**src/rtl/flash_emu_pkg.sv**
```systemverilog
package flash_emu_pkg;

  typedef enum logic [2:0] {
    ST_IDLE,
    ST_PSET,
    ST_ESET,
    ST_PROG,
    ST_PVER,
    ST_ERASE,
    ST_EVER,
    ST_SUSP
  } fst_t;

  localparam logic [7:0] CMD_PROG    = 8'h40;
  localparam logic [7:0] CMD_ERASE   = 8'h20;
  localparam logic [7:0] CMD_CONFIRM = 8'hD0;
  localparam logic [7:0] CMD_SUSPEND = 8'hB0;
  localparam logic [7:0] CMD_RESUME  = 8'h30;

endpackage

```
**src/rtl/flash_emu_bus.sv**
```systemverilog
module flash_emu_bus (
  input  logic clk,
  input  logic rst_n,
  input  logic ce_n,
  input  logic we_n,
  input  logic oe_n,
  output logic wr_stb,
  output logic rd_stb,
  output logic rd_act
);

  logic wr_act;
  logic wr_q;
  logic rd_q;

  always_comb begin
    wr_act = ~ce_n & ~we_n;
    rd_act = ~ce_n & ~oe_n & we_n;
    wr_stb = wr_act & ~wr_q;
    rd_stb = rd_act & ~rd_q;
  end

  always_ff @(posedge clk or negedge rst_n) begin
    if (!rst_n) begin
      wr_q <= 1'b0;
      rd_q <= 1'b0;
    end else begin
      wr_q <= wr_act;
      rd_q <= rd_act;
    end
  end

endmodule

```
**src/rtl/flash_emu_seq.sv**
```systemverilog
module flash_emu_seq
  import flash_emu_pkg::*;
#(
  parameter int AW         = 6,
  parameter int SECTORS    = 4,
  parameter int PROG_CYC   = 8,
  parameter int ERASE_CYC  = 20,
  localparam int SW        = $clog2(SECTORS),
  localparam int LW        = AW - SW,
  localparam int SECT_BYTES = 1 << LW,
  localparam int CNT_MAX   = (PROG_CYC > SECT_BYTES + ERASE_CYC) ? PROG_CYC : SECT_BYTES + ERASE_CYC,
  localparam int CW        = $clog2(CNT_MAX + 1)
) (
  input  logic               clk,
  input  logic               rst_n,
  input  logic               wr_stb,
  input  logic [AW-1:0]      addr,
  input  logic [7:0]         din,
  input  logic               lowvcc,
  input  logic [SECTORS-1:0] prot,
  output fst_t               st,
  output logic [7:0]         pd,
  output logic [SW-1:0]      esec,
  output logic               op_prog,
  output logic               op_zero,
  output logic               op_erase,
  output logic [AW-1:0]      op_addr
);

  fst_t          st_n;
  logic [CW-1:0] cnt, cnt_n;
  logic [AW-1:0] pa, pa_n;
  logic [7:0]    pd_n;
  logic [SW-1:0] esec_n;
  logic          cmd_ok;
  logic [SW-1:0] wsec;

  always_comb begin
    cmd_ok   = wr_stb & ~lowvcc;
    wsec     = addr[AW-1 -: SW];
    st_n     = st;
    cnt_n    = cnt;
    pa_n     = pa;
    pd_n     = pd;
    esec_n   = esec;
    op_prog  = 1'b0;
    op_zero  = 1'b0;
    op_erase = 1'b0;
    op_addr  = pa;
    case (st)
      ST_IDLE: if (cmd_ok) begin
        if (din == CMD_PROG)       st_n = ST_PSET;
        else if (din == CMD_ERASE) st_n = ST_ESET;
      end
      ST_PSET: if (cmd_ok) begin
        if (prot[wsec]) st_n = ST_IDLE;
        else begin
          st_n  = ST_PROG;
          pa_n  = addr;
          pd_n  = din;
          cnt_n = '0;
        end
      end
      ST_ESET: if (cmd_ok) begin
        if (din == CMD_CONFIRM && !prot[wsec]) begin
          st_n   = ST_ERASE;
          esec_n = wsec;
          cnt_n  = '0;
        end else st_n = ST_IDLE;
      end
      ST_PROG: begin
        if (cnt == CW'(PROG_CYC - 1)) begin
          op_prog = 1'b1;
          st_n    = ST_PVER;
        end else cnt_n = cnt + CW'(1);
      end
      ST_ERASE: begin
        if (cmd_ok && din == CMD_SUSPEND) st_n = ST_SUSP;
        else begin
          if (cnt < CW'(SECT_BYTES)) begin
            op_zero = 1'b1;
            op_addr = {esec, cnt[LW-1:0]};
          end
          if (cnt == CW'(SECT_BYTES + ERASE_CYC - 1)) begin
            op_erase = 1'b1;
            st_n     = ST_EVER;
          end else cnt_n = cnt + CW'(1);
        end
      end
      ST_SUSP: if (cmd_ok && din == CMD_RESUME) st_n = ST_ERASE;
      default: st_n = ST_IDLE;
    endcase
  end

  always_ff @(posedge clk or negedge rst_n) begin
    if (!rst_n) begin
      st   <= ST_IDLE;
      cnt  <= '0;
      pa   <= '0;
      pd   <= '0;
      esec <= '0;
    end else begin
      st   <= st_n;
      cnt  <= cnt_n;
      pa   <= pa_n;
      pd   <= pd_n;
      esec <= esec_n;
    end
  end

endmodule

```
**src/rtl/flash_emu_store.sv**
```systemverilog
module flash_emu_store #(
  parameter int DEPTH   = 64,
  parameter int SECTORS = 4,
  localparam int AW     = $clog2(DEPTH),
  localparam int SW     = $clog2(SECTORS),
  localparam int SECT_BYTES = DEPTH / SECTORS
) (
  input  logic          clk,
  input  logic          rst_n,
  input  logic          op_prog,
  input  logic          op_zero,
  input  logic          op_erase,
  input  logic [AW-1:0] op_addr,
  input  logic [7:0]    op_data,
  input  logic [SW-1:0] esec,
  input  logic [AW-1:0] raddr,
  output logic [7:0]    rdata
);

  logic [7:0] mem [DEPTH];

  assign rdata = mem[raddr];

  always_ff @(posedge clk or negedge rst_n) begin
    if (!rst_n) begin
      for (int i = 0; i < DEPTH; i++) mem[i] <= 8'hFF;
    end else begin
      for (int i = 0; i < DEPTH; i++) begin
        if (op_erase && esec == SW'(i / SECT_BYTES))
          mem[i] <= 8'hFF;
        else if (op_prog && op_addr == AW'(i))
          mem[i] <= mem[i] & op_data;
        else if (op_zero && op_addr == AW'(i))
          mem[i] <= 8'h00;
      end
    end
  end

endmodule

```
**src/rtl/flash_cmd_emu.sv**
```systemverilog
module flash_cmd_emu
  import flash_emu_pkg::*;
#(
  parameter int DEPTH     = 64,
  parameter int SECTORS   = 4,
  parameter int PROG_CYC  = 8,
  parameter int ERASE_CYC = 20,
  localparam int AW       = $clog2(DEPTH),
  localparam int SW       = $clog2(SECTORS)
) (
  input  logic               clk,
  input  logic               rst_n,
  input  logic               ce_n,
  input  logic               we_n,
  input  logic               oe_n,
  input  logic [AW-1:0]      addr,
  input  logic [7:0]         din,
  input  logic               lowvcc,
  input  logic [SECTORS-1:0] prot,
  output logic [7:0]         dout,
  output logic               dout_oe,
  output logic               busy,
  output logic               standby
);

  logic [1:0]    rst_q;
  logic          arst_n;
  logic          wr_stb, rd_stb, rd_act;
  fst_t          st;
  logic [7:0]    pd;
  logic [SW-1:0] esec;
  logic          op_prog, op_zero, op_erase;
  logic [AW-1:0] op_addr;
  logic [7:0]    rdata;
  logic          tog, tog_n;
  logic          stat_sel;
  logic [7:0]    stat_byte;

  always_ff @(posedge clk or negedge rst_n) begin
    if (!rst_n) rst_q <= 2'b00;
    else        rst_q <= {rst_q[0], 1'b1};
  end
  assign arst_n = rst_q[1];

  flash_emu_bus u_bus (
    .clk(clk), .rst_n(arst_n), .ce_n(ce_n), .we_n(we_n), .oe_n(oe_n),
    .wr_stb(wr_stb), .rd_stb(rd_stb), .rd_act(rd_act)
  );

  flash_emu_seq #(
    .AW(AW), .SECTORS(SECTORS), .PROG_CYC(PROG_CYC), .ERASE_CYC(ERASE_CYC)
  ) u_seq (
    .clk(clk), .rst_n(arst_n), .wr_stb(wr_stb), .addr(addr), .din(din),
    .lowvcc(lowvcc), .prot(prot), .st(st), .pd(pd), .esec(esec),
    .op_prog(op_prog), .op_zero(op_zero), .op_erase(op_erase), .op_addr(op_addr)
  );

  flash_emu_store #(.DEPTH(DEPTH), .SECTORS(SECTORS)) u_store (
    .clk(clk), .rst_n(arst_n), .op_prog(op_prog), .op_zero(op_zero),
    .op_erase(op_erase), .op_addr(op_addr), .op_data(pd), .esec(esec),
    .raddr(addr), .rdata(rdata)
  );

  always_comb begin
    busy      = (st == ST_PROG) || (st == ST_PVER) || (st == ST_ERASE) || (st == ST_EVER);
    stat_sel  = busy || (st == ST_SUSP && addr[AW-1 -: SW] == esec);
    stat_byte = {((st == ST_PROG) || (st == ST_PVER)) ? ~pd[7] : 1'b0, tog, 6'b000000};
    tog_n     = tog ^ (rd_stb & stat_sel);
    dout_oe   = rd_act;
    dout      = rd_act ? (stat_sel ? stat_byte : rdata) : 8'h00;
    standby   = ce_n & ~busy;
  end

  always_ff @(posedge clk or negedge arst_n) begin
    if (!arst_n) tog <= 1'b0;
    else         tog <= tog_n;
  end

endmodule

```
**config.mk**
```make
export PLATFORM = sky130hd
export DESIGN_NAME = flash_cmd_emu
export DESIGN_NICKNAME = d
export VERILOG_FILES = /design/src/rtl/flash_emu_pkg.sv /design/src/rtl/flash_emu_bus.sv /design/src/rtl/flash_emu_seq.sv /design/src/rtl/flash_emu_store.sv /design/src/rtl/flash_cmd_emu.sv
export SDC_FILE = /design/constraint.sdc
export NUM_CORES = 1
export LEC_CHECK = 0
export ABC_CLOCK_PERIOD_IN_PS = 14900
export CAP_MARGIN = 20
export CORE_UTILIZATION = 55
export DETAILED_ROUTE_END_ITERATION = 6
export GPL_TIMING_DRIVEN = 0
export HOLD_SLACK_MARGIN = 0.02
export PLACE_DENSITY = 0.84
export SKIP_CTS_REPAIR_TIMING = 1
export SYNTH_ARGS = -nofsm -noshare
export SYNTH_HDL_FRONTEND = slang
export SYNTH_HIERARCHICAL = 1
export SYNTH_SLANG_ARGS = --single-unit
```
**constraint.sdc**
```tcl
create_clock -name clk -period 14.9 [get_ports clk]
set_clock_uncertainty 0.2 [all_clocks]
set_input_delay 3.725 -clock clk [delete_from_list [all_inputs] [get_ports clk]]
set_output_delay 3.725 -clock clk [all_outputs]
set_load 0.02 [all_outputs]
```
# --- After elaboration in Yosys (flattened, before gate mapping) ---
# Index checks and enable logic that the tools add are counted.
totals:
  ff_bits: 542
  input_bits: 24
  output_inout_bits: 11
  word_cells: 697
op_classes:
  add_sub_neg: 1
  order_cmp: 3
  eq_ne: 93
  muxes: 231
  bitwise_logic: 83
  n_reduce_logical: 213
op_table:
  columns: ["operator", "count"]
  rows:
  - ["2-to-1 mux 8 bit", 196]
  - ["bitwise AND 8 bit", 64]
  - ["== test 6 bit (second input constant)", 33]
  - ["nonzero test 3 bit", 64]
  - ["logical AND 1 bit", 136]
  - ["== test 6 x 5 -> 1 bit (second input constant)", 16]
  - ["2-to-1 mux 6 bit", 10]
  - ["binary-select mux 8 bit (select 6 bit)", 1]
  - ["== test 6 x 4 -> 1 bit (second input constant)", 8]
  - ["== test 6 x 3 -> 1 bit (second input constant)", 5]
  - ["2-to-1 mux 3 bit", 10]
  - ["case mux 6 bit (4 select lines)", 1]
  - ["case mux 3 bit (6 select lines)", 1]
  - ["== test 8 x 6 -> 1 bit (second input constant)", 2]
  - ["== test 8 bit (second input constant)", 2]
  - ["== test 3 bit (second input constant)", 4]
  - ["== test 6 x 2 -> 1 bit (second input constant)", 2]
  - ["!= test 2 x 1 -> 1 bit (second input constant)", 6]
  - ["2-to-1 mux 1 bit", 10]
  - ["NOT 1 bit", 9]
  - ["bitwise AND 1 bit", 8]
  - ["== test 8 x 7 -> 1 bit (second input constant)", 1]
  - ["!= test 2 bit (second input constant)", 4]
  - ["AND reduction 8 bit", 1]
  - ["other kinds (23)", 30]

# --- Logic depth before layout (Yosys ltp) ---
# Gate-level depths: netlist of run 1.
depth:
  word_depth: 12
  mapped_depth: 13
  ltp_nobuf: 12

# --- Hierarchy ---
# Netlist of run 1, hierarchy kept.
modules_own_cells:
  columns: ["mod", "n_inst", "cells_per_inst", "area_each_um2", "seq_area_each_um2"]
  rows:
  - ["flash_emu_store", 1, 2064, 22908.2, 13452.9]
  - ["flash_emu_seq", 1, 143, 1527.7, 625.6]
  - ["flash_cmd_emu", 1, 31, 259.0, 75.1]
  - ["flash_emu_bus", 1, 6, 81.3, 50.0]

# --- Least setup slack after synthesis of run 1 ---
# No wires, ideal clock.
synth_timing:
  kind: "input to output"
  from: "in addr[1]"
  to: "out dout[6]"
  arrival_time_ns: 5.501
  required_ns: 10.975
  slack_ns: 5.474
  path_stages: 8
  n_path_buf: 2
  path_cell_list: "buf_4 -> buf_2 -> mux4_2 -> a211oi_1 -> nor2_1 -> a22o_1 -> nand3_1 -> o21ai_0"
synth_between:
  elab_chain_cells: 6
synth_lines:
  columns: ["element", "line", "source"]
  rows:
  - ["from (decl)", "flash_cmd_emu.sv:16", "input logic [AW-1:0] addr,"]
  - ["NOT 6 -> 7 bit (implied by the code)", "flash_emu_store.sv:22", "assign rdata = mem[raddr];"]
  - ["binary-select mux 8 bit (select 6 bit)", "flash_emu_store.sv:22", null]
  - ["2-to-1 mux 8 bit (implied by the code) (2 in series)", "flash_emu_store.sv:22", null]
  - ["via rdata[6]", "flash_cmd_emu.sv:34", "logic [7:0] rdata;"]
  - ["2-to-1 mux 8 bit (2 in series)", "flash_cmd_emu.sv:70", "dout = rd_act ? (stat_sel ? stat_byte : rdata) : 8'h00;"]
  - ["to (decl)", "flash_cmd_emu.sv:20", "output logic [7:0] dout,"]
# The timed path passes the listed nets, and every way through them passes these cells. The select of a mux whose other input is x is not followed.

# --- Final worst setup path of run 1 ---
layout_timing:
  from: "in addr[4]"
  to: "out dout[6]"
# Same word-level chain as after synthesis.

==> results.md, run 1 <==
* CTS tree: done
* Sum Neg Setup Slack at 0 ns
* Num rows at 77
* Nets at 2,369
* Clock transition at path regs at 0.06 ns
* Number of global-route vias before repair at 20,100
* First-pass GRT wire length at 121,000 um
* Post-Synth Adder-Cell Area at 0.0505%
* First-pass iteration count of the detailed router at 7
* Worst slew margin at 17.4%
* Top cell type's share of synthesized area at 54.3%
* Overall routing resource usage at 34.9%
* Peak supply drop at 0.0961 mV
* Critical path startpoint category: input port
* Final setup fails at 0
* Data arrival, critical path at 8.01 ns
* Post-Synth XOR/XNOR Area at 0.212%
* Die area at 0.0459 mm2
* Die height at 214 um
* Final wirelength at 78,900 um
* Top post-synthesis cells by area: dfstp_2 (54%), mux4_2 (11%), o21ai_0 (11%)
* Worst skew pair latency at 0.61 ns
* Hold_sp: rst_q[0]
* Initial core utilization at 55.9%
* CP Class: input port to output pin
* Largest net degree at the start of global routing at 76
* Syn_area_per_cell at 11.0 um2
* Max incr delay on CP at 0.79 ns
* Worst min path class: flip-flop to flip-flop
* Vias/cell at 6.65
* Failing checks: design-rule violations
* Dpl hpwl at 54,400 um
* Final Hold Vio Count at 0
* Wirelength per Cell at 26.4 um
* Worst reg2reg startpoint: u_seq/st[1]
* Max-cap viol count at 0
* Worst-Margin Slew at 1.23 ns
* Number of flops mapped to enable cells by yosys at 0
* Ys flop type: dfstp_2
* Final worst-path cycle share at 80.1%
* Max FO, Critical Path at 10
* CP startpoint: addr[4]
* Io pins at 35
* Synthesized cell area at 0.0248 mm2
* #FFs+latches synth at 542
* Vias at 19,800
* Hold_ws at 0.160 ns
* # DRC at 1
* Register area share after synthesis at 57.3%
* Syn nets at 2,269
* Crit path cell chain: clkdlybuf4s50_1 > buf_2 > buf_2 > buf_1 > nand2_1 > a211oi_1 > nor2_1 > a22o_1 > nand3_1 > o21ai_0 > clkdlybuf4s50_1
* Mapped Cells at 2,244
* Die width at 214 um
* Pwr per Cell Area at 116 mW/mm2
* Core box area at 0.0443 mm2
* Max clock buf depth at 3
* Slowest CP cell: a211oi_1
* H-tree depth at 2
* Fmax at 0.0838 GHz
* Cell taking the most area after synthesis: dfstp_2
* Family with the most delay on the worst path: buffers and inverters
* Leakage at 13.1 nW
* Post-synthesis compound-gate area fraction at 13.6%
* Buffers on Ports at 34
* Max Slew Vio Count at 0
* Yosys cell types at 63
* RSZ-0062 raised after global routing: false
* Synth Area in Simple Gates at 11.9%
* Initial antenna violation count at 0
* Crit path buf inv count at 5
* First DRT Iteration DRCs at 2,771
* Synth warn at 6
* Most frequent cell after synthesis: nand2_1
* Sink Count at 542
* FFs w/ async S/R, synth at 100%
* Share of cells above drive strength 1 at 33.8%
* Post-synthesis mux area share at 13.9%
* Status: complete, but fails checks
* Synth cell count leaders: nand2_1 (589), o21ai_0 (531), dfstp_2 (512)
* Critical Path End Type: output pin
* RD Place Congestion at 1.03
* Clock root cell: clkbuf_16
* Largest family of logic cells by synthesized area: multiplexers
* Fillers at 3,334
* Antenna Nets Post-Route at 0
* P&R area growth vs syn at 12.9%
* CTS Buf Count at 54
* Crit path time final at 11.93 ns
* Crit path required time at 10.97 ns
* Grt total ovfl at 0
## area by class of cell
class,instances,area [um2],area share [%]
antenna,2,5.00,0.0179
buffer,168,723,2.59
clock buffer,84,1600,5.71
clock inverter,17,284,1.02
inverter,8,30.0,0.107
multi-input combinational,1526,9830,35.1
sequential,542,14200,50.8
tap,592,741,2.65
timing repair buffer,44,556,1.99
## metrics by stage
stage          total power, W  util (%)  cells  setup slack, ns  area, um2
5_1_grt               0.00335      63.1   2981             2.80      28000
2_1_floorplan         0.00172         -   2244             5.47      24800
6_report              0.00326      63.1   2983             2.97      28000
4_1_cts               0.00326      63.1   2980             3.21      28000
3_3_place_gp          0.00181      58.3   2870             3.20      25900
3_5_place_dp          0.00183      58.8   2879             3.23      26100
## state kept, by name, indices dropped and copies added, names as in the netlist
register,count
rst_q,2
u_seq/esec,2
u_seq/pa,6
tog,1
u_bus/rd_q,1
u_seq/cnt,6
u_seq/pd,8
u_store/mem,512
u_seq/st,3
u_bus/wr_q,1
## report_power, final
part | total [W] | switching (W) | leakage (nW) | internal (W)
logic | 0.000292 | 0.000192 | 6.47 | 0.000100
registers | 0.00153 | 0.0000252 | 5.67 | 0.00150
clock network | 0.00144 | 0.000578 | 0.922 | 0.000858
total | 0.00326 | 0.000794 | 13.1 | 0.00246
## cells in the final DEF (no fill, tap or decap), types with 4 or more instances in the layout
| master | instances |
|---|---|
| buf_16 | 7 |
| a21oi_1 | 20 |
| o21ai_0 | 531 |
| bufinv_16 | 7 |
| inv_1 | 8 |
| dfstp_2 | 512 |
| a211oi_1 | 8 |
| o32ai_1 | 9 |
| nand2b_1 | 11 |
| buf_4 | 11 |
| dfrtp_1 | 29 |
| clkbuf_1 | 148 |
| mux2i_1 | 18 |
| nand3_1 | 10 |
| nor2b_1 | 11 |
| and3_1 | 8 |
| buf_2 | 25 |
| clkbuf_16 | 56 |
| clkdlybuf4s50_1 | 34 |
| o21ai_1 | 6 |
| mux4_2 | 124 |
| nand2_1 | 589 |
| o221ai_1 | 8 |
| clkbuf_8 | 9 |
| a22o_1 | 8 |
| o2bb2ai_1 | 5 |
| mux4_1 | 5 |
| clkinv_2 | 7 |
| and2_1 | 9 |
| nor2_1 | 43 |
| o22ai_1 | 16 |
| nor3_1 | 10 |
| nand3b_1 | 4 |
| mux2_2 | 29 |
## routing by layer
metal	up-vias	GRT usage (%)	wire length (um)
met5	-	0	0
met4	0	21.7	5520
met3	311	10.7	9700
met2	1437	53.2	36000
met1	10000	43.8	27700
li1	8089	-	-
## cell families after synthesis
logic type | count (synthesis)
simple gates | 716
other cells | 1
fa+ha+maj | 1
buf+inv | 176
xor+xnor | 6
compound gates | 625
flops | 542
mux | 177
## final timing paths
path	to	slack [ns]	cells after the start
min in group asynchronous	u_store/mem[427]	0.70	0
max	dout[6]	2.97	11
min	rst_q[1]	0.16	0
min reg2reg	rst_q[1]	0.16	0
max in group asynchronous	rst_q[1]	11.30	1
max reg2reg	u_store/mem[96]	10.10	10
No activity file was read; power rests on OpenSTA's default activity.
==> run 2: changes to the inputs <==
- ABC_CLOCK_PERIOD_IN_PS: 14900 -> 11000
- PLACE_DENSITY: 0.84 -> 0.81
- clock period: 14.9 -> 11 ns (I/O delays scaled with it)
==> results.md, run 2 (same netlist as run 1, synthesis figures left out) <==
* Final Util at 63.3%
* Critical path startpoint category: input port
* Fillers at 3,357
* Peak supply drop at 0.147 mV
* Setup WS post-layout at 1.00 ns
* Commonest non-fill, non-tap cell in the layout: nand2_1
* Vias/cell at 6.69
* Die height at 214 um
* Fmax at 0.100 GHz
* Largest regs: u_store/mem (512), u_seq/pd (8)
* Setup WS pre-CTS at 1.30 ns
* CP Class: input port to output pin
* Antenna cells at 0
* Antenna Nets Post-Route at 0
* Slowest CP cell: a211oi_1
* Final worst-path cycle share at 90.9%
* Die area at 0.0459 mm2
* Data arrival, critical path at 7.05 ns
* Clock root cell: clkbuf_16
* Crit path required time at 8.05 ns
* Final Hold Vio Count at 0
* Critical Path End Type: output pin
* Family with the most delay on the worst path: buffers and inverters
* Share of cells above drive strength 1 at 34.3%
* Final wirelength at 78,900 um
* Worst slew margin at 7.11%
* P&R area growth vs syn at 13.1%
* Num rows at 77
* RD Place Congestion at 0.999
* Overall routing resource usage at 34.9%
* Max incr delay on CP at 0.76 ns
* Largest register FFs at 512
* Io pins at 35
* First-pass GRT wire length at 121,000 um
* Largest net degree at the start of global routing at 79
* H-tree depth at 2
* CTS Buf Count at 56
* Grt total ovfl at 0
* Sink Count at 542
* Number of global-route vias before repair at 20,100
* Crit path buf inv count at 5
* Most flop-heavy register: u_store/mem
* Worst-Margin Slew at 1.38 ns
* Initial core utilization at 55.9%
* Max Slew Vio Count at 0
* Wirelength per Cell at 26.4 um
* RSZ-0062 raised after global routing: false
* Max FO, Critical Path at 10
* Max clock buf depth at 3
* Crit path cell chain: clkdlybuf4s50_1 > buf_2 > buf_2 > buf_1 > nand2_1 > a211oi_1 > nor2_1 > a22o_1 > nand3_1 > o21ai_0 > clkdlybuf4s50_1
* Final setup fails at 0
* Worst min path class: flip-flop to flip-flop
* Buffers on Ports at 34
* First DRT Iteration DRCs at 3,341
* CTS tree: done
* Core box area at 0.0443 mm2
* Nets at 2,373
* First-pass iteration count of the detailed router at 6
* Initial antenna violation count at 1
* Crit path time final at 10.0 ns
* Dpl hpwl at 53,800 um
* Clock transition at path regs at 0.06 ns
* Status: complete, no violations
* Worst skew pair latency at 0.61 ns
* Pwr per Cell Area at 158 mW/mm2
* Die width at 214 um
* Vias at 20,000
* # DRC at 0
* Leakage at 13.1 nW
* Most frequent cells in the layout: nand2_1 (589), o21ai_0 (531), dfstp_2 (512), clkbuf_1 (140), mux4_2 (124)
* Hold_ws at 0.157 ns
* Max-cap viol count at 0
-- run 2: changes by cell type in the layout (fill, tap and decap cells not counted), sizes merged --
cell      before  now
diode          2    0
clkbuf       213  217
inv            9   10
clkinvlp       0    1
bufinv         7    4
clkinv         9   11
buf           49   48
-- run 2: worst reg2reg max path: stages, from the launching register on --
cell and delay (ns):
dfrtp_1 0.36, nor3_1 0.22, nor4bb_1 0.42, nand4_1 0.25
nand3_1 0.25, or3_1 0.14, buf_2 0.18, o21ai_0 0.34
nand2b_1 0.33, nor3_1 1.06, nand2_1 0.60, o21ai_0 0.43
nand2_1 0.12
-- run 2: path summary, 6_finish.rpt --
kind	from	to	slack [ns]	cells after the start
worst max-delay path	addr[4]	dout[6]	1.00	11
worst min-delay path	rst_q[0]	rst_q[1]	0.16	0
worst max register to register	u_bus/wr_q	u_store/mem[113]	6.02	12
worst min register to register	rst_q[0]	rst_q[1]	0.16	0
max in group asynchronous	rst_n	rst_q[1]	8.38	1
min in group asynchronous	rst_q[1]	u_store/mem[441]	0.45	0
-- run 2: report_power, final --
| part | internal, W | total [W] | switching, W |
|---|---|---|---|
| combinational | 0.000136 | 0.000394 | 0.000258 |
| clock | 0.00117 | 0.00197 | 0.000800 |
| sequential | 0.00204 | 0.00207 | 0.0000320 |
-- run 2: final cells by class --
| class | instances | area (um2) | share of cell area [%] |
|---|---|---|---|
| timing repair buffer | 46 | 578 | 2.06 |
| clock inverter | 18 | 215 | 0.768 |
| inverter | 8 | 30.0 | 0.107 |
| tap | 592 | 741 | 2.64 |
| clock buffer | 85 | 1710 | 6.11 |
| buffer | 168 | 723 | 2.58 |
| sequential | 542 | 14200 | 50.7 |
| multi-input combinational | 1526 | 9830 | 35.1 |
-- run 2: stage by stage --
step / total power (W) / instances / setup TNS (ns) / instance area, um2
after floorplan: 0.00233 / 2244 / 0 / 24800
after global placement: 0.00245 / 2870 / -6.60 / 25900
after detailed placement: 0.00247 / 2879 / 0 / 26100
after CTS: 0.00443 / 2982 / 0 / 28000
after global routing: 0.00455 / 2985 / 0 / 28000
final: 0.00443 / 2985 / 0 / 28000
-- run 2: metal layers --
metal / share of wire, % / GRT usage [%] / vias up
li1: - / - / 8102
met1: 36 / 45.1 / 10000
met3: 12 / 8.96 / 319
met5: 0 / 0 / -
met2: 45 / 53.2 / 1510
met4: 6.6 / 21.5 / 0
